`src/rtl/wdk_pkg.sv`:
```
package wdk_pkg;
  localparam int SCALE_W = 4;

  localparam logic [7:0] OFF_CFG    = 8'h00;
  localparam logic [7:0] OFF_RAW    = 8'h08;
  localparam logic [7:0] OFF_SCALED = 8'h10;
  localparam logic [7:0] OFF_FEED   = 8'h18;
  localparam logic [7:0] OFF_KEY    = 8'h1C;
  localparam logic [7:0] OFF_CMP    = 8'h20;

  localparam logic [31:0] UNLOCK_WORD = 32'h0051_F15E;
  localparam logic [31:0] FEED_WORD   = 32'h0D09_F00D;

  localparam int BIT_RST_EN  = 8;
  localparam int BIT_ZERO_EN = 9;
  localparam int BIT_RUN_ALL = 12;
  localparam int BIT_RUN_AWK = 13;
  localparam int BIT_PEND    = 28;

  typedef struct packed {
    logic [SCALE_W-1:0] scale;
    logic               rst_en;
    logic               zero_en;
    logic               run_all;
    logic               run_awake;
  } cfg_t;
endpackage

```
`src/rtl/wdk_lock.sv`:
```
module wdk_lock #(
  parameter int ADDR_W = 8,
  parameter int DATA_W = 32
) (
  input  logic              clk_i,
  input  logic              rst_ni,
  input  logic              wr_i,
  input  logic [ADDR_W-1:0] addr_i,
  input  logic [DATA_W-1:0] wdata_i,
  output logic              unlocked_o
);
  import wdk_pkg::*;

  logic unlocked_q;
  logic key_hit;

  assign key_hit = (addr_i == ADDR_W'(OFF_KEY)) && (wdata_i == DATA_W'(UNLOCK_WORD));

  // any write consumes the unlock; only the key word re-arms it
  always_ff @(posedge clk_i or negedge rst_ni) begin
    if (!rst_ni)   unlocked_q <= 1'b0;
    else if (wr_i) unlocked_q <= key_hit;
  end

  assign unlocked_o = unlocked_q;


  read_keeps_lock_chk: assert property (@(posedge clk_i) disable iff (!rst_ni)
    !wr_i |=> $stable(unlocked_q));

  relock_chk: assert property (@(posedge clk_i) disable iff (!rst_ni)
    (wr_i && addr_i != ADDR_W'(OFF_KEY)) |=> !unlocked_q);
endmodule

```
`src/rtl/wdk_regs.sv`:
```
module wdk_regs #(
  parameter int ADDR_W = 8,
  parameter int DATA_W = 32,
  parameter int CNT_W  = 31,
  parameter int CMP_W  = 16
) (
  input  logic              clk_i,
  input  logic              rst_ni,
  input  logic              wr_i,
  input  logic [ADDR_W-1:0] addr_i,
  input  logic [DATA_W-1:0] wdata_i,
  input  logic              unlocked_i,
  input  logic [CNT_W-1:0]  cnt_i,
  input  logic [CNT_W-1:0]  scaled_i,
  input  logic              pend_i,
  output wdk_pkg::cfg_t     cfg_o,
  output logic [CMP_W-1:0]  cmp_o,
  output logic              feed_clr_o,
  output logic              pend_clr_o,
  output logic [DATA_W-1:0] rdata_o
);
  import wdk_pkg::*;

  cfg_t             cfg_q;
  logic [CMP_W-1:0] cmp_q;
  logic             prot_wr, cfg_wr, cmp_wr;

  assign prot_wr    = wr_i && unlocked_i;
  assign cfg_wr     = prot_wr && (addr_i == ADDR_W'(OFF_CFG));
  assign cmp_wr     = prot_wr && (addr_i == ADDR_W'(OFF_CMP));
  assign feed_clr_o = prot_wr && (addr_i == ADDR_W'(OFF_FEED)) && (wdata_i == DATA_W'(FEED_WORD));
  assign pend_clr_o = cfg_wr && !wdata_i[BIT_PEND];

  always_ff @(posedge clk_i or negedge rst_ni) begin
    if (!rst_ni) begin
      cfg_q <= '0;
      cmp_q <= '1;
    end else begin
      if (cfg_wr) begin
        cfg_q.scale     <= wdata_i[SCALE_W-1:0];
        cfg_q.rst_en    <= wdata_i[BIT_RST_EN];
        cfg_q.zero_en   <= wdata_i[BIT_ZERO_EN];
        cfg_q.run_all   <= wdata_i[BIT_RUN_ALL];
        cfg_q.run_awake <= wdata_i[BIT_RUN_AWK];
      end
      if (cmp_wr) cmp_q <= wdata_i[CMP_W-1:0];
    end
  end

  assign cfg_o = cfg_q;
  assign cmp_o = cmp_q;

  always_comb begin
    rdata_o = '0;
    unique case (addr_i)
      ADDR_W'(OFF_CFG): begin
        rdata_o[SCALE_W-1:0] = cfg_q.scale;
        rdata_o[BIT_RST_EN]  = cfg_q.rst_en;
        rdata_o[BIT_ZERO_EN] = cfg_q.zero_en;
        rdata_o[BIT_RUN_ALL] = cfg_q.run_all;
        rdata_o[BIT_RUN_AWK] = cfg_q.run_awake;
        rdata_o[BIT_PEND]    = pend_i;
      end
      ADDR_W'(OFF_RAW):    rdata_o = DATA_W'(cnt_i);
      ADDR_W'(OFF_SCALED): rdata_o = DATA_W'(scaled_i);
      ADDR_W'(OFF_KEY):    rdata_o = DATA_W'(unlocked_i);
      ADDR_W'(OFF_CMP):    rdata_o = DATA_W'(cmp_q);
      default:             rdata_o = '0;
    endcase
  end


  locked_cmp_chk: assert property (@(posedge clk_i) disable iff (!rst_ni)
    (wr_i && !unlocked_i) |=> $stable(cmp_q));

  locked_cfg_chk: assert property (@(posedge clk_i) disable iff (!rst_ni)
    (wr_i && !unlocked_i) |=> $stable(cfg_q));

  locked_feed_chk: assert property (@(posedge clk_i) disable iff (!rst_ni)
    !unlocked_i |-> !feed_clr_o && !pend_clr_o);
endmodule

```
`src/rtl/wdk_core.sv`:
```
module wdk_core #(
  parameter int CNT_W = 31,
  parameter int CMP_W = 16
) (
  input  logic             clk_i,
  input  logic             rst_ni,
  input  logic             tick_i,
  input  logic             awake_i,
  input  wdk_pkg::cfg_t    cfg_i,
  input  logic [CMP_W-1:0] cmp_i,
  input  logic             feed_clr_i,
  input  logic             pend_clr_i,
  output logic [CNT_W-1:0] cnt_o,
  output logic [CNT_W-1:0] scaled_o,
  output logic             pend_o,
  output logic             rst_req_o
);
  logic [CNT_W-1:0] cnt_q, scaled;
  logic             run, match, match_q, pend_q, rst_req_q;

  assign run    = tick_i && (cfg_i.run_all || (cfg_i.run_awake && awake_i));
  assign scaled = cnt_q >> cfg_i.scale;
  assign match  = scaled >= CNT_W'(cmp_i);

  // feed beats auto-zero beats counting; wraps at 2**CNT_W
  always_ff @(posedge clk_i or negedge rst_ni) begin
    if (!rst_ni)                         cnt_q <= '0;
    else if (feed_clr_i)                 cnt_q <= '0;
    else if (cfg_i.zero_en && match)     cnt_q <= '0;
    else if (run)                        cnt_q <= cnt_q + 1'b1;
  end

  always_ff @(posedge clk_i or negedge rst_ni) begin
    if (!rst_ni) begin
      pend_q    <= 1'b0;
      match_q   <= 1'b0;
      rst_req_q <= 1'b0;
    end else begin
      if (match)           pend_q <= 1'b1;
      else if (pend_clr_i) pend_q <= 1'b0;
      match_q   <= match;
      rst_req_q <= cfg_i.rst_en && match && !match_q;
    end
  end

  assign cnt_o     = cnt_q;
  assign scaled_o  = scaled;
  assign pend_o    = pend_q;
  assign rst_req_o = rst_req_q;


  rst_single_chk: assert property (@(posedge clk_i) disable iff (!rst_ni)
    rst_req_q |=> !rst_req_q);

  rst_implies_pend_chk: assert property (@(posedge clk_i) disable iff (!rst_ni)
    rst_req_q |-> pend_q);

  pend_sticky_chk: assert property (@(posedge clk_i) disable iff (!rst_ni)
    (pend_q && !pend_clr_i) |=> pend_q);

  feed_zero_chk: assert property (@(posedge clk_i) disable iff (!rst_ni)
    feed_clr_i |=> (cnt_q == '0));

  idle_hold_chk: assert property (@(posedge clk_i) disable iff (!rst_ni)
    (!tick_i && !feed_clr_i && !(cfg_i.zero_en && match)) |=> $stable(cnt_q));

  auto_zero_chk: assert property (@(posedge clk_i) disable iff (!rst_ni)
    (cfg_i.zero_en && match) |=> (cnt_q == '0));
endmodule

```
`src/rtl/wdk_top.sv`:
```
module wdk_top #(
  parameter int ADDR_W = 8,
  parameter int DATA_W = 32,
  parameter int CNT_W  = 31,
  parameter int CMP_W  = 16
) (
  input  logic              clk_i,
  input  logic              rst_ni,
  input  logic              tick_i,
  input  logic              awake_i,
  input  logic              wr_i,
  input  logic [ADDR_W-1:0] addr_i,
  input  logic [DATA_W-1:0] wdata_i,
  output logic [DATA_W-1:0] rdata_o,
  output logic              irq_o,
  output logic              rst_req_o
);
  wdk_pkg::cfg_t    cfg;
  logic [CMP_W-1:0] cmp;
  logic [CNT_W-1:0] cnt, scaled;
  logic             unlocked, feed_clr, pend_clr, pend;

  wdk_lock #(.ADDR_W(ADDR_W), .DATA_W(DATA_W)) u_lock (
    .clk_i, .rst_ni, .wr_i, .addr_i, .wdata_i,
    .unlocked_o(unlocked)
  );

  wdk_regs #(.ADDR_W(ADDR_W), .DATA_W(DATA_W), .CNT_W(CNT_W), .CMP_W(CMP_W)) u_regs (
    .clk_i, .rst_ni, .wr_i, .addr_i, .wdata_i,
    .unlocked_i(unlocked), .cnt_i(cnt), .scaled_i(scaled), .pend_i(pend),
    .cfg_o(cfg), .cmp_o(cmp), .feed_clr_o(feed_clr), .pend_clr_o(pend_clr),
    .rdata_o
  );

  wdk_core #(.CNT_W(CNT_W), .CMP_W(CMP_W)) u_core (
    .clk_i, .rst_ni, .tick_i, .awake_i,
    .cfg_i(cfg), .cmp_i(cmp), .feed_clr_i(feed_clr), .pend_clr_i(pend_clr),
    .cnt_o(cnt), .scaled_o(scaled), .pend_o(pend), .rst_req_o
  );

  assign irq_o = pend;
endmodule

```
`config.mk`:
```
export PLATFORM = sky130hd
export DESIGN_NAME = wdk_top
export DESIGN_NICKNAME = d
export VERILOG_FILES = /design/src/rtl/wdk_pkg.sv /design/src/rtl/wdk_lock.sv /design/src/rtl/wdk_regs.sv /design/src/rtl/wdk_core.sv /design/src/rtl/wdk_top.sv
export SDC_FILE = /design/constraint.sdc
export NUM_CORES = 1
export LEC_CHECK = 0
export CAP_MARGIN = 20
export CORE_MARGIN = 1
export CORE_UTILIZATION = 59
export DETAILED_ROUTE_END_ITERATION = 12
export PLACE_DENSITY = 0.85
export SETUP_SLACK_MARGIN = 0.02
export SLEW_MARGIN = 15
export SYNTH_ARGS = -nofsm -noshare
export SYNTH_HDL_FRONTEND = slang
export SYNTH_HIERARCHICAL = 1
export SYNTH_SLANG_ARGS = --single-unit
```
`constraint.sdc`:
```
create_clock -name clk_i -period 8.1 [get_ports clk_i]
set_input_delay 1.215 -clock clk_i [delete_from_list [all_inputs] [get_ports clk_i]]
set_output_delay 1.215 -clock clk_i [all_outputs]
set_load 0.01 [all_outputs]
```
==> Word-level counts from Yosys, hierarchy flattened <==
Cells that the tools add are included.
{ "word_totals": {"regBits": 59, "latchBits": 0, "ram_bits": 0, "rom_bits": 0, "in_bits": 45, "output_inout_bits": 34, "word_cells": 52, "memories": 0} }
{ "classes": {"n_addsub": 1, "mul": 0, "n_div": 0, "n_lt_le_gt_ge": 1, "n_eq_ne": 7, "n_shift": 1, "n_mux": 13, "n_bitwise": 0, "reduce_logical": 18} }
{ "ops": {"columns": ["operator", "count"], "rows": [
  ["2-to-1 mux 31 bit", 3],
  ["one-hot mux 14 bit (3 select lines)", 1],
  ["== test 32 x 23 -> 1 bit (second input constant)", 1],
  ["== test 32 x 28 -> 1 bit (second input constant)", 1],
  ["adder 31 x 1 -> 31 bit (second input constant)", 1],
  [">= comparator 31 x 16 -> 1 bit", 1],
  [">> shifter 31 x 4 -> 31 bit", 1],
  ["== test 8 x 5 -> 1 bit (second input constant)", 3],
  ["one-hot mux 4 bit (5 select lines)", 1],
  ["one-hot mux 2 bit (4 select lines)", 2],
  ["logical AND 1 bit", 12],
  ["one-hot mux 4 bit (3 select lines)", 1],
  ["== test 8 x 4 -> 1 bit (second input constant)", 1],
  ["== test 8 x 6 -> 1 bit (second input constant)", 1],
  ["logical NOT 8 bit", 1],
  ["one-hot mux 2 bit (3 select lines)", 1],
  ["one-hot mux 2 bit (2 select lines)", 1],
  ["one-hot mux 1 bit (3 select lines)", 1],
  ["nonzero test 3 bit", 1],
  ["logical NOT 1 bit", 2],
  ["2-to-1 mux 1 bit", 2],
  ["nonzero test 2 bit", 1],
  ["logical OR 1 bit", 1]
]} }

==> Logic depth before layout (Yosys ltp) <==
{ "logic_depth": {"word_depth": 6, "ltp_mapped": 18, "depth_no_buf": 13} }

==> Cells and area by module <==
The synthesis kept the hierarchy.
{ "modules_own_cells": {"columns": ["mod", "instances", "cells_each", "area_each_um2", "seq_area_each_um2"], "rows": [
  ["wdk_core", 1, 450, 3637.2, 850.8],
  ["wdk_regs", 1, 145, 1754.2, 620.6],
  ["wdk_lock", 1, 17, 176.4, 25.0]
]} }

==> Worst setup path before layout <==
Ideal clock, no wire load.
{ "synth_path": {"path_type": "reg2out", "from": "register u_regs.cfg_q, in the netlist u_regs/cfg_o[4]", "to": "output rdata_o[0]", "arrival_time_ns": 2.740, "required_time_ns": 6.885, "slack_ns": 4.145, "path_stages_with_launch": 11, "path_buffers": 4, "cell_sequence": "dfrtp_1 > buf_6 > buf_6 > buf_2 > buf_2 > mux2i_1 > mux4_2 > o21ai_0 > or3b_2 > a211oi_1 > a221o_1"} }
{ "synth_between": {"elab_chain_cells": 2} }
{ "synth_rtl": {"columns": ["element", "line_no", "source"], "rows": [
  ["from (decl)", "wdk_regs.sv:24", "cfg_t cfg_q;"],
  [">> shifter 31 x 4 -> 31 bit", "wdk_core.sv:22", "assign scaled = cnt_q >> cfg_i.scale;"],
  ["net scaled[0]", "wdk_top.sv:20", "logic [CNT_W-1:0] cnt, scaled;"],
  ["one-hot mux 4 bit (5 select lines)", "wdk_regs.sv:55", "unique case (addr_i)"],
  ["to (decl)", "wdk_top.sv:14", "output logic [DATA_W-1:0] rdata_o,"]
]} }
The timed path passes the listed nets, and every way through them passes these cells.

==> Final worst setup path <==
{ "layout_path": {"from": "input addr_i[5]", "to": "output rdata_o[14]"} }
{ "layout_between": {"elab_chain_cells": 2, "elab_cells_between_ends": 4, "cone_classes": "eq/ne (3); mux (1)"} }
{ "layout_rtl": {"columns": ["element", "line_no", "source"], "rows": [
  ["from (decl)", "wdk_top.sv:12", "input logic [ADDR_W-1:0] addr_i,"],
  ["== test 8 x 6 -> 1 bit, or another cell as far along", "wdk_regs.sv:55", null],
  ["one-hot mux 14 bit (3 select lines) *", "wdk_regs.sv:55", null]
]} }
Mark *: on every way between the ends. The rest lies on a longest branch, timed or not.

==> results.ini <==
[setup_path]
cp.arrival_ns=4.46
worst_setup_path_end_kind=primary output
startpoint_type=primary input
required_ns=6.88
crit_fanout=28
critPathKind=primary input to primary output

[route]
drc=0
avgViaCountPerCell=6.92
finalWirelength_um=16800
wl_per_cell_um=21.6
drtIter0Drc=557
first_pass_iters=6
vias=5380
antenna_left=0

[worst_hold_path]
hp-class=register to register

[floorplanning]
dieWidth_um=99.1
io_pins=79
die_h_um=99.1
row_count=35
start_util=0.605
core_sq_um=9200
dieArea_sq_um=9830

[cts]
cts_buffer_depth=2
cts.htree.levels=3
cts_made_buffers=9
cts_resized=0
hold_buffers=0
clk_pin_slew_ns=0.07
cts_root_buf=clkbuf_8
cts_num_sinks=59
clk_latency_ns=0.34
post_cts_buffers=0
cts_tree=built

[global_route]
grt_remaining_overflow=0
antenna_found_initial=0
grt_max_degree=60
use_met1=0.491
grtUsageTotal=0.356
top_usage_layer=met2
met2_usage=0.548
grt_pass1_wl_um=27100
gr-usage-met3=0.0604
grt_pass1_vias=5045

[sta]
worst_pin_slew_ns=1.13
setup_violations=0
fin_skew_ns=0.0121
grt_setup_unrepaired=no
finalSetupTns_ns=0
finalCritPeriodShare=0.700
fmax_ghz=0.176
drv_slew=0
hold_viol=0
whs_ns=0.402
min_period_ns=5.67
slew_headroom=0.248

[layout]
drive_above_1_share=0.126
fillers=727
fin_nets=724
area_growth_pct=15.6
final_cell_mix=clkdlybuf4s50_1 (76), nand2_1 (63), nor2_1 (58)
diodes=0
fin_area_sq_um=6430
multi_input_area_sq_um=3730
layout_commonest_cell=clkdlybuf4s50_1
ff_latch_area_sq_um=1500

[run]
maxCapViolations=0

[placed_design]
post_dp_cell_area_sq_um=6260
place.detailed.hpwl_um=12300
portBuffers=77
place_congestion=0.963

[synthesis]
yosysUniqueCellTypes=66
synth-edff-count=0
ys_ff_latch=59
ys.flop_type=dfrtp_1
synth_warnings=6
async_reset_ff_frac=1.00
syn_nets=674
synth.avg_cell_area_sq_um=9.10
syn_inst=612
syn_area_sq_um=5570
seq_area_frac_synth=0.269

[power_and_ir_drop]
power.density_nw_per_um2=89.3
leakage_nw=2.56
irDropWorstVdd_mv=0.0786
finalPower_mw=0.575

[outcome]
status=complete, no violations

==> critical path, stage by stage <==
cell             delay [ns]
clkdlybuf4s50_1        0.55
nor4_2                 0.83
and2_1                 1.00
a221o_1                0.31
clkdlybuf4s50_1        0.54
==> synth_stat cells (all sizes together), types with 8 or more instances <==
master,number,area share
xnor2,10,0.016
mux2i,38,0.068
xor2,19,0.030
nand4,19,0.024
a211oi,8,0.012
dfrtp,43,0.19
nand2,63,0.042
nor4b,11,0.023
a221o,15,0.027
buf,24,0.031
ha,17,0.038
nor2,58,0.039
clkbuf,19,0.013
o21ai,20,0.018
inv,27,0.018
and3,22,0.025
a22o,24,0.038
a21oi,18,0.016
nand3,17,0.015
mux2,29,0.064
nor3,8,0.0072
nor4,10,0.016
dfstp,16,0.076
mux4,16,0.065
==> kinds of logic (layout without fill, tap and decap cells) <==
group | after synthesis | after routing | synth area share
muxes | 83 | 83 | 0.197
AOI/OAI and AO/OA | 114 | 114 | 0.153
and+or+nand+nor | 239 | 239 | 0.235
xor gates and xnor gates | 29 | 29 | 0.0456
other | 1 | 1 | 0.000674
buffers and inverters | 70 | 124 | 0.0622
DFF | 59 | 59 | 0.269
adders and majority gates | 17 | 17 | 0.0382
==> report_power, final <==
part           leakage, nW  total, mW  internal [mW]  switching (mW)
registers            0.748      0.295          0.295               0
clock network       0.0860      0.233          0.116           0.117
logic                 1.72     0.0467         0.0237          0.0230
==> final timing paths <==
path                            startpoint                to  slack (ns)  cells after the start
max                              addr_i[5]       rdata_o[14]        2.43                      5
min reg2reg                 u_core/match_q  u_core/rst_req_o        0.40                      1
min in group asynchronous           rst_ni   u_regs/cfg_o[2]        1.01                      2
max in group asynchronous           rst_ni   u_regs/cfg_o[4]        6.48                      2
max reg2reg                u_regs/cfg_o[6]  u_core/cnt_o[16]        3.60                     11
min                         u_core/match_q  u_core/rst_req_o        0.40                      1
==> flip-flops by register name (all words and copies together) (netlist names) <==
| name | flops |
|---|---|
| u_regs/cmp_o | 16 |
| u_core/pend_o | 1 |
| u_lock/unlocked_o | 1 |
| u_core/cnt_o | 31 |
| u_regs/cfg_o | 8 |
| u_core/rst_req_o | 1 |
| u_core/match_q | 1 |
==> routing by layer <==
layer	share of wire	up-vias	routed length [um]
met5	0	-	0
met4	0.042	0	704
met3	0.083	62	1390
met2	0.46	328	7770
met1	0.41	2602	6950
li1	-	2388	-
==> layout make-up <==
type | count | area share
Clock buffer | 12 | 0.0226
Clock inverter | 3 | 0.00233
Inverter | 27 | 0.0158
Multi-Input combinational cell | 483 | 0.579
Sequential cell | 59 | 0.233
Tap cell | 111 | 0.0216
Timing Repair Buffer | 82 | 0.125
==> stage by stage <==
step | setup slack (ns) | util | cells
6_report | 2.43 | 0.700 | 777
5_1_grt | 2.37 | 0.700 | 777
4_1_cts | 2.37 | 0.698 | 776
3_5_place_dp | 2.36 | 0.681 | 761
3_3_place_gp | 2.48 | 0.681 | 761
2_1_floorplan | 4.15 | - | 612
Power figures use the tool's default switching activity.
